`config.mk`:
```
export PLATFORM = sky130hd
export DESIGN_NAME = audio_slot_tx
export DESIGN_NICKNAME = d
export VERILOG_FILES = /design/src/rtl/audio_tx_pkg.sv /design/src/rtl/sample_packer.sv /design/src/rtl/hold_ctrl.sv /design/src/rtl/slot_shifter.sv /design/src/rtl/audio_slot_tx.sv
export SDC_FILE = /design/constraint.sdc
export NUM_CORES = 1
export LEC_CHECK = 0
export BUFFER_PORTS_ARGS = -buffer_cell sky130_fd_sc_hd__buf_2
export CORE_AREA = 2 2 87 151
export CTS_CLUSTER_DIAMETER = 80
export DETAILED_ROUTE_END_ITERATION = 10
export DIE_AREA = 0 0 89 153
export PLACE_DENSITY = 0.46
export SLEW_MARGIN = 40
export SYNTH_ARGS = -nofsm -noshare
export SYNTH_HDL_FRONTEND = slang
export SYNTH_SLANG_ARGS = --single-unit
```
`constraint.sdc`:
```
create_clock -name clk -period 5 [get_ports clk]
set_input_delay 1 -clock clk [delete_from_list [all_inputs] [get_ports clk]]
set_output_delay 1 -clock clk [all_outputs]
set_load 0.05 [all_outputs]
```
`src/rtl/audio_tx_pkg.sv`:
```
// Package: shared types and helpers for the slot transmit channel.
// Assumes a fixed slot width of 20 bits and byte-wide lanes.
package audio_tx_pkg;
    localparam int SLOT_W = 20;
    localparam int LANE_W = 8;

    typedef enum logic [1:0] {
        SZ_10 = 2'b00,
        SZ_16 = 2'b01,
        SZ_18 = 2'b10,
        SZ_20 = 2'b11
    } samp_size_e;

    // Sample width in bits for a size code.
    function automatic int samp_bits(input samp_size_e sz);
        case (sz)
            SZ_10:   return 10;
            SZ_16:   return 16;
            SZ_18:   return 18;
            default: return 20;
        endcase
    endfunction

    // Number of byte lanes holding valid sample bits.
    function automatic int samp_lanes(input samp_size_e sz);
        return (samp_bits(sz) + LANE_W - 1) / LANE_W;
    endfunction
endpackage

```
`src/rtl/sample_packer.sv`:
```
// Sample packer: turns a written word into a 20-bit slot word.
// Reverses the valid byte lanes in little-endian mode, masks the sample
// to its width and left-justifies it with zero fill. Purely combinational.
// Assumes WORD_W >= SLOT_W and WORD_W covers three byte lanes.
module sample_packer
    import audio_tx_pkg::*;
#(
    parameter int WORD_W = 24,
    parameter int SLOT_W_P = SLOT_W
) (
    input  logic [WORD_W-1:0]   word_in,
    input  logic [1:0]          size_code,
    input  logic                little_end,
    output logic [SLOT_W_P-1:0] slot_word
);
    localparam int N_LANES = WORD_W / LANE_W;

    logic [WORD_W-1:0] ordered;
    logic [WORD_W-1:0] masked;
    logic [WORD_W-1:0] justified;
    int                nbits;
    int                nlanes;

    // Normalise byte order over the lanes the sample occupies.
    always_comb begin
        nbits  = samp_bits(samp_size_e'(size_code));
        nlanes = samp_lanes(samp_size_e'(size_code));
        ordered = word_in;
        if (little_end) begin
            ordered = '0;
            for (int i = 0; i < N_LANES; i++) begin
                if (i < nlanes)
                    ordered[i*LANE_W +: LANE_W] = word_in[(nlanes-1-i)*LANE_W +: LANE_W];
            end
        end
    end

    // Keep only the sample bits and move its MSB to the slot MSB.
    always_comb begin
        masked    = ordered & ((WORD_W'(1) << nbits) - WORD_W'(1));
        justified = masked << (SLOT_W_P - nbits);
        slot_word = justified[SLOT_W_P-1:0];
    end
endmodule

```
`src/rtl/hold_ctrl.sv`:
```
// Holding register control: stores one packed slot word, tracks the
// full/empty state behind the ready flag and keeps the sticky underrun flag.
// Assumes slot_start is a single-cycle strobe from the frame sequencer.
module hold_ctrl #(
    parameter int SLOT_W_P = 20
) (
    input  logic                clk,
    input  logic                rst_n,
    input  logic                active,
    input  logic                wr_en,
    input  logic [SLOT_W_P-1:0] wr_slot,
    input  logic                slot_start,
    input  logic                urun_clr,
    output logic                full_q,
    output logic                urun_q,
    output logic                load,
    output logic [SLOT_W_P-1:0] load_data
);
    logic [SLOT_W_P-1:0] hold_q;
    logic                wr_ok;

    assign wr_ok     = active && wr_en;
    assign load      = active && slot_start;
    assign load_data = full_q ? hold_q : '0;

    // Holding register and its full flag; a write beats the slot hand-off.
    always_ff @(posedge clk) begin
        if (!rst_n) begin
            hold_q <= '0;
            full_q <= 1'b0;
        end else if (!active) begin
            full_q <= 1'b0;
        end else begin
            if (slot_start)
                full_q <= 1'b0;
            if (wr_ok) begin
                hold_q <= wr_slot;
                full_q <= 1'b1;
            end
        end
    end

    // Sticky underrun: set on an empty slot start, cleared on request.
    always_ff @(posedge clk) begin
        if (!rst_n)
            urun_q <= 1'b0;
        else if (load && !full_q)
            urun_q <= 1'b1;
        else if (urun_clr)
            urun_q <= 1'b0;
    end

    a_r5_write_fills: assert property (@(posedge clk) disable iff (!rst_n)
        wr_ok |=> full_q);
    a_r6_start_frees: assert property (@(posedge clk) disable iff (!rst_n)
        (load && !wr_ok) |=> !full_q);
    a_r8_underrun_set: assert property (@(posedge clk) disable iff (!rst_n)
        (load && !full_q) |=> urun_q);
    a_r9_collision_holds_new: assert property (@(posedge clk) disable iff (!rst_n)
        (load && wr_ok) |=> (full_q && hold_q == $past(wr_slot)));
    a_r4_inactive_empty: assert property (@(posedge clk) disable iff (!rst_n)
        !active |=> !full_q);
endmodule

```
`src/rtl/slot_shifter.sv`:
```
// Slot shifter: 20-bit shift register loaded at slot start and shifted
// MSB first on each bit-clock enable, at most SLOT_W_P shifts per slot.
// Assumes load and bit_ce come from the same clock domain.
module slot_shifter #(
    parameter int SLOT_W_P = 20
) (
    input  logic                clk,
    input  logic                rst_n,
    input  logic                active,
    input  logic                load,
    input  logic [SLOT_W_P-1:0] load_data,
    input  logic                bit_ce,
    output logic                ser_out
);
    localparam int CNT_W = $clog2(SLOT_W_P + 1);

    logic [SLOT_W_P-1:0] shreg;
    logic [CNT_W-1:0]    bits_left;

    assign ser_out = shreg[SLOT_W_P-1];

    // Load on slot start, otherwise shift while bits remain.
    always_ff @(posedge clk) begin
        if (!rst_n || !active) begin
            shreg     <= '0;
            bits_left <= '0;
        end else if (load) begin
            shreg     <= load_data;
            bits_left <= CNT_W'(SLOT_W_P);
        end else if (bit_ce && bits_left != '0) begin
            shreg     <= {shreg[SLOT_W_P-2:0], 1'b0};
            bits_left <= bits_left - CNT_W'(1);
        end
    end

    a_r2_count_bounded: assert property (@(posedge clk) disable iff (!rst_n)
        bits_left <= CNT_W'(SLOT_W_P));
    a_r2_next_bit: assert property (@(posedge clk) disable iff (!rst_n)
        (active && !load && bit_ce && bits_left != '0) |=> (ser_out == $past(shreg[SLOT_W_P-2])));
    a_r2_load_first_bit: assert property (@(posedge clk) disable iff (!rst_n)
        (active && load) |=> (ser_out == $past(load_data[SLOT_W_P-1])));
    a_r4_idle_low: assert property (@(posedge clk) disable iff (!rst_n)
        !active |=> !ser_out);
endmodule

```
`src/rtl/audio_slot_tx.sv`:
```
// Top of one transmit channel of the serial audio link.
// Packs written samples, hands them to the slot shifter on slot start,
// and drives the ready flag, level interrupt and underrun flag.
// Assumes the frame sequencer supplies slot_start and bit_ce.
module audio_slot_tx
    import audio_tx_pkg::*;
#(
    parameter int WORD_W = 24
) (
    input  logic              clk,
    input  logic              rst_n,
    input  logic              glob_en,
    input  logic              chan_en,
    input  logic [1:0]        size_sel,
    input  logic              little_end,
    input  logic              irq_en,
    input  logic              wr_hold,
    input  logic [WORD_W-1:0] wr_data,
    input  logic              underrun_clr,
    input  logic              slot_start,
    input  logic              bit_ce,
    output logic              ser_out,
    output logic              tx_rdy,
    output logic              irq,
    output logic              underrun
);
    logic              active;
    logic [SLOT_W-1:0] packed_slot;
    logic              full;
    logic              do_load;
    logic [SLOT_W-1:0] load_word;

    assign active = glob_en && chan_en;

    sample_packer #(.WORD_W(WORD_W), .SLOT_W_P(SLOT_W)) u_pack (
        .word_in    (wr_data),
        .size_code  (size_sel),
        .little_end (little_end),
        .slot_word  (packed_slot)
    );

    hold_ctrl #(.SLOT_W_P(SLOT_W)) u_hold (
        .clk        (clk),
        .rst_n      (rst_n),
        .active     (active),
        .wr_en      (wr_hold),
        .wr_slot    (packed_slot),
        .slot_start (slot_start),
        .urun_clr   (underrun_clr),
        .full_q     (full),
        .urun_q     (underrun),
        .load       (do_load),
        .load_data  (load_word)
    );

    slot_shifter #(.SLOT_W_P(SLOT_W)) u_shift (
        .clk        (clk),
        .rst_n      (rst_n),
        .active     (active),
        .load       (do_load),
        .load_data  (load_word),
        .bit_ce     (bit_ce),
        .ser_out    (ser_out)
    );

    // Ready flag and level interrupt from the holding register state.
    always_comb begin
        tx_rdy = !full;
        irq    = irq_en && tx_rdy;
    end

    a_r7_irq_needs_ready: assert property (@(posedge clk) disable iff (!rst_n)
        irq |-> tx_rdy);
    a_r5_rdy_drops_on_write: assert property (@(posedge clk) disable iff (!rst_n)
        (active && wr_hold) |=> !tx_rdy);
    a_r6_rdy_after_start: assert property (@(posedge clk) disable iff (!rst_n)
        (active && slot_start && !wr_hold) |=> tx_rdy);
endmodule

```
* Word level (Yosys, flattened, before mapping)
Cells that the tools add are included.
** Word-level totals
- Flip-flop bits (word level) :: 47
- Latch bits :: 0
- RAM bits :: 0
- Memory bits (read-only) :: 0
- Logic and storage cells :: 60
- Memories kept :: 0
** Operators by class
- Add/subtract/negate cells :: 9
- Multipliers :: 0
- Div/mod/pow operators :: 0
- Magnitude comparators :: 3
- Eq/ne operators :: 2
- Shift operators :: 5
- Muxes and demuxes :: 14
- Bitwise operators :: 2
- Reduce and logical (&&, ||, !) cells :: 19
** Operators by type and width (number)
- variable part select 24 x 32 -> 8 bit :: 3
- two-way mux 20 bit :: 3
- subtractor 29 x 2 -> 29 bit (second input constant) :: 2
- adder 32 x 1 -> 32 bit :: 1
- < comparator 1 x 32 -> 1 bit (first input constant) :: 1
- < comparator 2 x 32 -> 1 bit (first input constant) :: 1
- < comparator 3 x 32 -> 1 bit (first input constant) :: 1
- left shift 24 x 32 -> 20 bit :: 1
- subtractor 32 x 2 -> 32 bit (second input constant) :: 1
- subtractor 29 x 3 -> 29 bit (second input constant) :: 1
- AND 24 bit :: 1
- two-way mux 24 bit :: 1
- two-way mux 8 bit :: 3
- left shift 1 x 5 -> 24 bit (first input constant) :: 1
- subtractor 24 x 1 -> 24 bit (second input constant) :: 1
- case mux 5 bit (3 select lines) :: 1
- two-way mux 5 bit :: 2
- adder 5 x 4 -> 6 bit (second input constant) :: 1
- logical AND 1 bit :: 6
- nonzero test 2 bit :: 3
- subtractor 5 x 5 -> 6 bit (first input constant) :: 1
- nonzero test 5 bit :: 1
- subtractor 5 x 1 -> 5 bit (second input constant) :: 1
- two-way mux 1 bit :: 4
- 9 further kinds :: 12

* Depth between registers and ports, before layout
- Depth after elaboration :: 14
- Mapped depth :: 18

* By module
Synthesis repeated with hierarchy kept, for this count alone.
** Second synthesis, totals
- Cells, all modules :: 573
- Area total of the unflattened synthesis :: 4365.4 um^2
** Modules (own cells, without submodules)
- sample_packer :: instances 1, cells each 301, area each 2067.0 um^2
- slot_shifter :: instances 1, cells each 147, area each 1194.9 um^2
- hold_ctrl :: instances 1, cells each 122, area each 1087.3 um^2
- audio_slot_tx :: instances 1, cells each 3, area each 16.3 um^2

* Worst setup path after synthesis
No wires, ideal clock.
- Path type :: input port to flip-flop
- Start :: input port size_sel[1]
- End :: register u_hold.hold_q[10]
- Data arrival time :: 4.247 ns
- Setup slack :: 0.632 ns
- Cell stages on the path :: 17
- Path buffers :: 4
- Cell sequence :: nor2_1 -> inv_1 -> ha_1 -> inv_1 -> ha_1 -> buf_4 -> inv_1 -> clkbuf_1 -> ha_1 -> buf_2 -> buf_2 -> mux2i_1 -> o21ai_0 -> a22o_1 -> nor2_1 -> a21oi_1 -> a221o_1
** Between the ends
- Longest elaborated chain between the ends :: 14
- Elaborated cells on any way between the ends :: 27
- Classes of those cells :: 8 x add/sub; 3 x order compare; 2 x eq/ne; 5 x shift; 5 x mux; 2 x bitwise; 2 x reduce/logical
** Ends and longest elaborated chain
- start: declaration :: RTL line audio_slot_tx.sv:14 : input logic [1:0] size_sel,
- equality test 2 bit (tied with other cells) :: RTL line audio_tx_pkg.sv:16 : case (sz)
- case mux 5 bit (3 select lines) (*) :: RTL line audio_tx_pkg.sv:16
- adder 5 x 4 -> 6 bit :: RTL line audio_tx_pkg.sv:26 : return (samp_bits(sz) + LANE_W - 1) / LANE_W;
- subtractor 32 x 2 -> 32 bit :: RTL line audio_tx_pkg.sv:26
- OR reduction 3 bit (no source line)
- AND 1 bit (no source line)
- adder 32 x 1 -> 32 bit (no source line)
- subtractor 29 x 2 -> 29 bit :: RTL line sample_packer.sv:33 : ordered[i*LANE_W +: LANE_W] = word_in[(nlanes-1-i)*LANE_W +: LANE_W];
- subtractor 29 x 2 -> 29 bit / subtractor 29 x 3 -> 29 bit (equally long branches) :: RTL line sample_packer.sv:33
- variable part select 24 x 32 -> 8 bit :: RTL line sample_packer.sv:33
- two-way mux 8 bit :: RTL line sample_packer.sv:32 : if (i < nlanes)
- two-way mux 24 bit :: RTL line sample_packer.sv:29 : if (little_end) begin
- AND 24 bit :: RTL line sample_packer.sv:40 : masked = ordered & ((WORD_W'(1) << nbits) - WORD_W'(1));
- left shift 24 x 32 -> 20 bit (*) :: RTL line sample_packer.sv:41 : justified = masked << (SLOT_W_P - nbits);
- end signal: assignment :: RTL line hold_ctrl.sv:37 : hold_q <= wr_slot;
- end: declaration :: RTL line hold_ctrl.sv:19 : logic [SLOT_W_P-1:0] hold_q;
Every way passes the cells marked *; elsewhere a longest branch is shown, timed or not.
A chain may end at the register's enable or synchronous reset.

* Final worst setup path
- Start :: input port size_sel[0]
- End :: register u_hold.hold_q[18]
The elaborated chain is that of the path after synthesis.

==> flow_metrics.env <==
export IMPL_status="finished, final reports clean"
export IMPL_hp_class="reg -> reg"
export IMPL_grt_usage=0.189
export IMPL_core_um2=12400
export IMPL_drt_iter0_drc=218
export IMPL_area_growth_pct=15.0
export IMPL_cts_clk_slew_worst_paths_ns=0.06
export IMPL_core_rowCount=54
export IMPL_critical_path_arrival_ns=4.30
export IMPL_n_antenna_cell=0
export IMPL_relSlewSlack=0.438
export IMPL_synth_cells=470
export IMPL_routedWlPerCell_um=19.1
export IMPL_ioPinCount=40
export IMPL_grt_overflow_total=0
export IMPL_critPathKind="in -> reg"
export IMPL_placed_area_um2=4050
export IMPL_rsz0062_at_grt="false"
export IMPL_async_flop_share=0
export IMPL_hpwl_um=10200
export IMPL_syn_area_um2=3650
export IMPL_detail_route_antenna_nets=0
export IMPL_clock_sinks=47
export IMPL_path_max_fanout=20
export IMPL_die_area_um2=13600
export IMPL_h_tree_depth=2
export IMPL_period_share=0.821
export IMPL_tightestPinTransition_ns=0.840
export IMPL_place_congestion=0.948
export IMPL_slew_violations=0
export IMPL_fin_crit_ns=4.10
export IMPL_cts_buffers=5
export IMPL_finalSetupTns_ns=0
export IMPL_cp_end_kind="register"
export IMPL_grt_pass1_wl_um=20000
export IMPL_vias_per_cell=5.58
export IMPL_die_h_um=153
export IMPL_yosys_warnings=0
export IMPL_synth_seq_cells=47
export IMPL_initial_core_util=0.294
export IMPL_num_vias=3731
export IMPL_final_hold_viol_count=0
export IMPL_multi_input_area_um2=2510
export IMPL_skew_ns=0.00538
export IMPL_stdcell_area_um2=4200
export IMPL_clock_latency_ns=0.29
export IMPL_p_leak_nw=1.78
export IMPL_worstSetupStartpointType="input port"
export IMPL_reg2reg_slack_ns=3.38
export IMPL_grt_pass1_vias=3686
export IMPL_postCtsSetupRepairBufs=0
export IMPL_clock_fmax_ghz=0.244
export IMPL_ys_types=57
export IMPL_critPathRequiredTime_ns=5.20
export IMPL_cts_resized=0
export IMPL_cap_violations=0
export IMPL_ir_drop_mv=0.115
export IMPL_fillers=1407
export IMPL_drc=0
export IMPL_port_buffers=39
export IMPL_synthFlopType="dfxtp_1"
export IMPL_regArea_um2=942
export IMPL_power_density_nw_per_um2=268
export IMPL_drive_gt1_frac=0.152
export IMPL_cts_tree="yes"
export IMPL_ctsHoldBuffers=0
export IMPL_finalSetupViolations=0
export IMPL_first_pass_iters=7
export IMPL_avgSynthCellArea_um2=7.77
export IMPL_grt_max_degree=43
export IMPL_yosysSeqAreaShare=0.258
export IMPL_clock_root_buffer="clkbuf_16"
export IMPL_synth_edf_count=0
export IMPL_fin_nets=549
export IMPL_fp_dieW_um=89
export IMPL_wl_um=12800
export IMPL_antenna_found_initial=0
export IMPL_clock_path_buffers=2
==> worst max-delay path, stage by stage <==
cell       delay [ns]
buf_2            0.32
nor2_1           0.10
buf_4            0.18
ha_1             0.18
inv_1            0.07
nor2_1           0.05
ha_1             0.30
xnor2_1          0.16
buf_4            0.16
xnor2_1          0.10
ha_1             0.20
inv_1            0.11
a21oi_1          0.08
o2bb2ai_1        0.46
a22o_1           0.25
nand2_1          0.10
a41o_1           0.25
nor4_1           0.23
==> Yosys cell counts (all sizes together), types with 3 or more instances <==
cell / number / area (um2)
mux2i: 40 / 400
a221oi: 4 / 35.0
and3: 6 / 37.5
ha: 13 / 163
buf: 10 / 63.8
a31oi: 9 / 56.3
a21o: 5 / 37.5
a22o: 4 / 35.0
nor2b: 9 / 56.3
o2bb2ai: 3 / 26.3
o21ai: 28 / 144
o221ai: 3 / 26.3
and4: 3 / 26.3
xnor2: 8 / 70.1
nor4: 3 / 18.8
nor3: 8 / 40.0
and2: 4 / 25.0
a211oi: 25 / 188
o22ai: 3 / 18.8
a21oi: 37 / 189
a32oi: 5 / 43.8
nand4: 6 / 37.5
dfxtp: 47 / 941
a221o: 3 / 30.0
o211ai: 3 / 22.5
nor2: 27 / 101
nand2b: 4 / 25.0
nand3: 15 / 75.1
nand3b: 3 / 22.5
o31ai: 5 / 37.5
a32o: 3 / 30.0
clkbuf: 25 / 93.8
nand2: 50 / 188
mux2: 4 / 45.0
inv: 14 / 52.6
a22oi: 7 / 52.6
==> final timing paths <==
path,start,to,depth (start not counted)
max,size_sel[0],u_hold.hold_q[18],18
min,u_hold.hold_q[2],u_hold.hold_q[2],1
max reg2reg,u_shift.bits_left[0],u_shift.shreg[2],7
min reg2reg,u_hold.hold_q[2],u_hold.hold_q[2],1
==> per-layer routing <==
metal | global-route usage | routed length [um]
met1 | 0.201 | 4810
met2 | 0.334 | 6600
met3 | 0.0189 | 376
met4 | 0.134 | 969
met5 | 0 | 0
==> layout by cell type (no fill, tap or decap), drive strengths merged, types with 7 or more instances in the layout <==
cell type / count
dfxtp: 47
xnor2: 8
nor3: 8
ha: 13
clkbuf: 8
nor2b: 9
buf: 56
a211oi: 25
nor2: 27
nand3: 15
a22oi: 7
inv: 14
nand2: 50
o21ai: 28
a21oi: 37
a31oi: 9
mux2i: 40
==> registers in the layout, indices dropped and copies added (netlist names) <==
signal,count
u_hold.hold_q,20
u_shift.bits_left,5
u_hold.full_q,1
u_shift.shreg,20
u_hold.urun_q,1
==> layout make-up <==
cell class | count | area share
multi-input cells | 374 | 0.597
flip-flops and latches | 47 | 0.224
repair buffers | 56 | 0.0768
well taps | 168 | 0.0500
clock buffers | 8 | 0.0372
inverters | 16 | 0.0143
==> per-stage QoR <==
step	total power, W	utilization	hold slack (ns)	std cells	worst slack, ns
global placement	0.000772	0.325	0.441	661	0.718
CTS	0.00112	0.338	0.454	669	0.933
finish	0.00113	0.338	0.455	669	0.897
global route	0.00118	0.338	0.474	669	0.619
floorplan	0.000656	-	0.425	472	0.632
detailed placement	0.000771	0.325	0.440	661	0.650
==> where the power goes <==
part | internal [W] | total [W] | switching [W]
Combinational | 0.000142 | 0.000392 | 0.000250
Clock | 0.000213 | 0.000350 | 0.000137
Sequential | 0.000380 | 0.000385 | 0.00000504
==> cell families (layout without fill, tap and decap cells) <==
family,count (synthesis),after routing,share of synthesized area
flip-flops,47,47,0.258
AO/OA/AOI/OAI,160,160,0.299
adder cells (fa/ha/maj),13,13,0.0445
other,2,4,0.00206
XOR/XNOR,10,10,0.0240
multiplexers,44,44,0.122
buffers and inverters,51,80,0.0596
AND/OR/NAND/NOR,143,143,0.191
No activity file was read; power rests on OpenSTA's default activity.
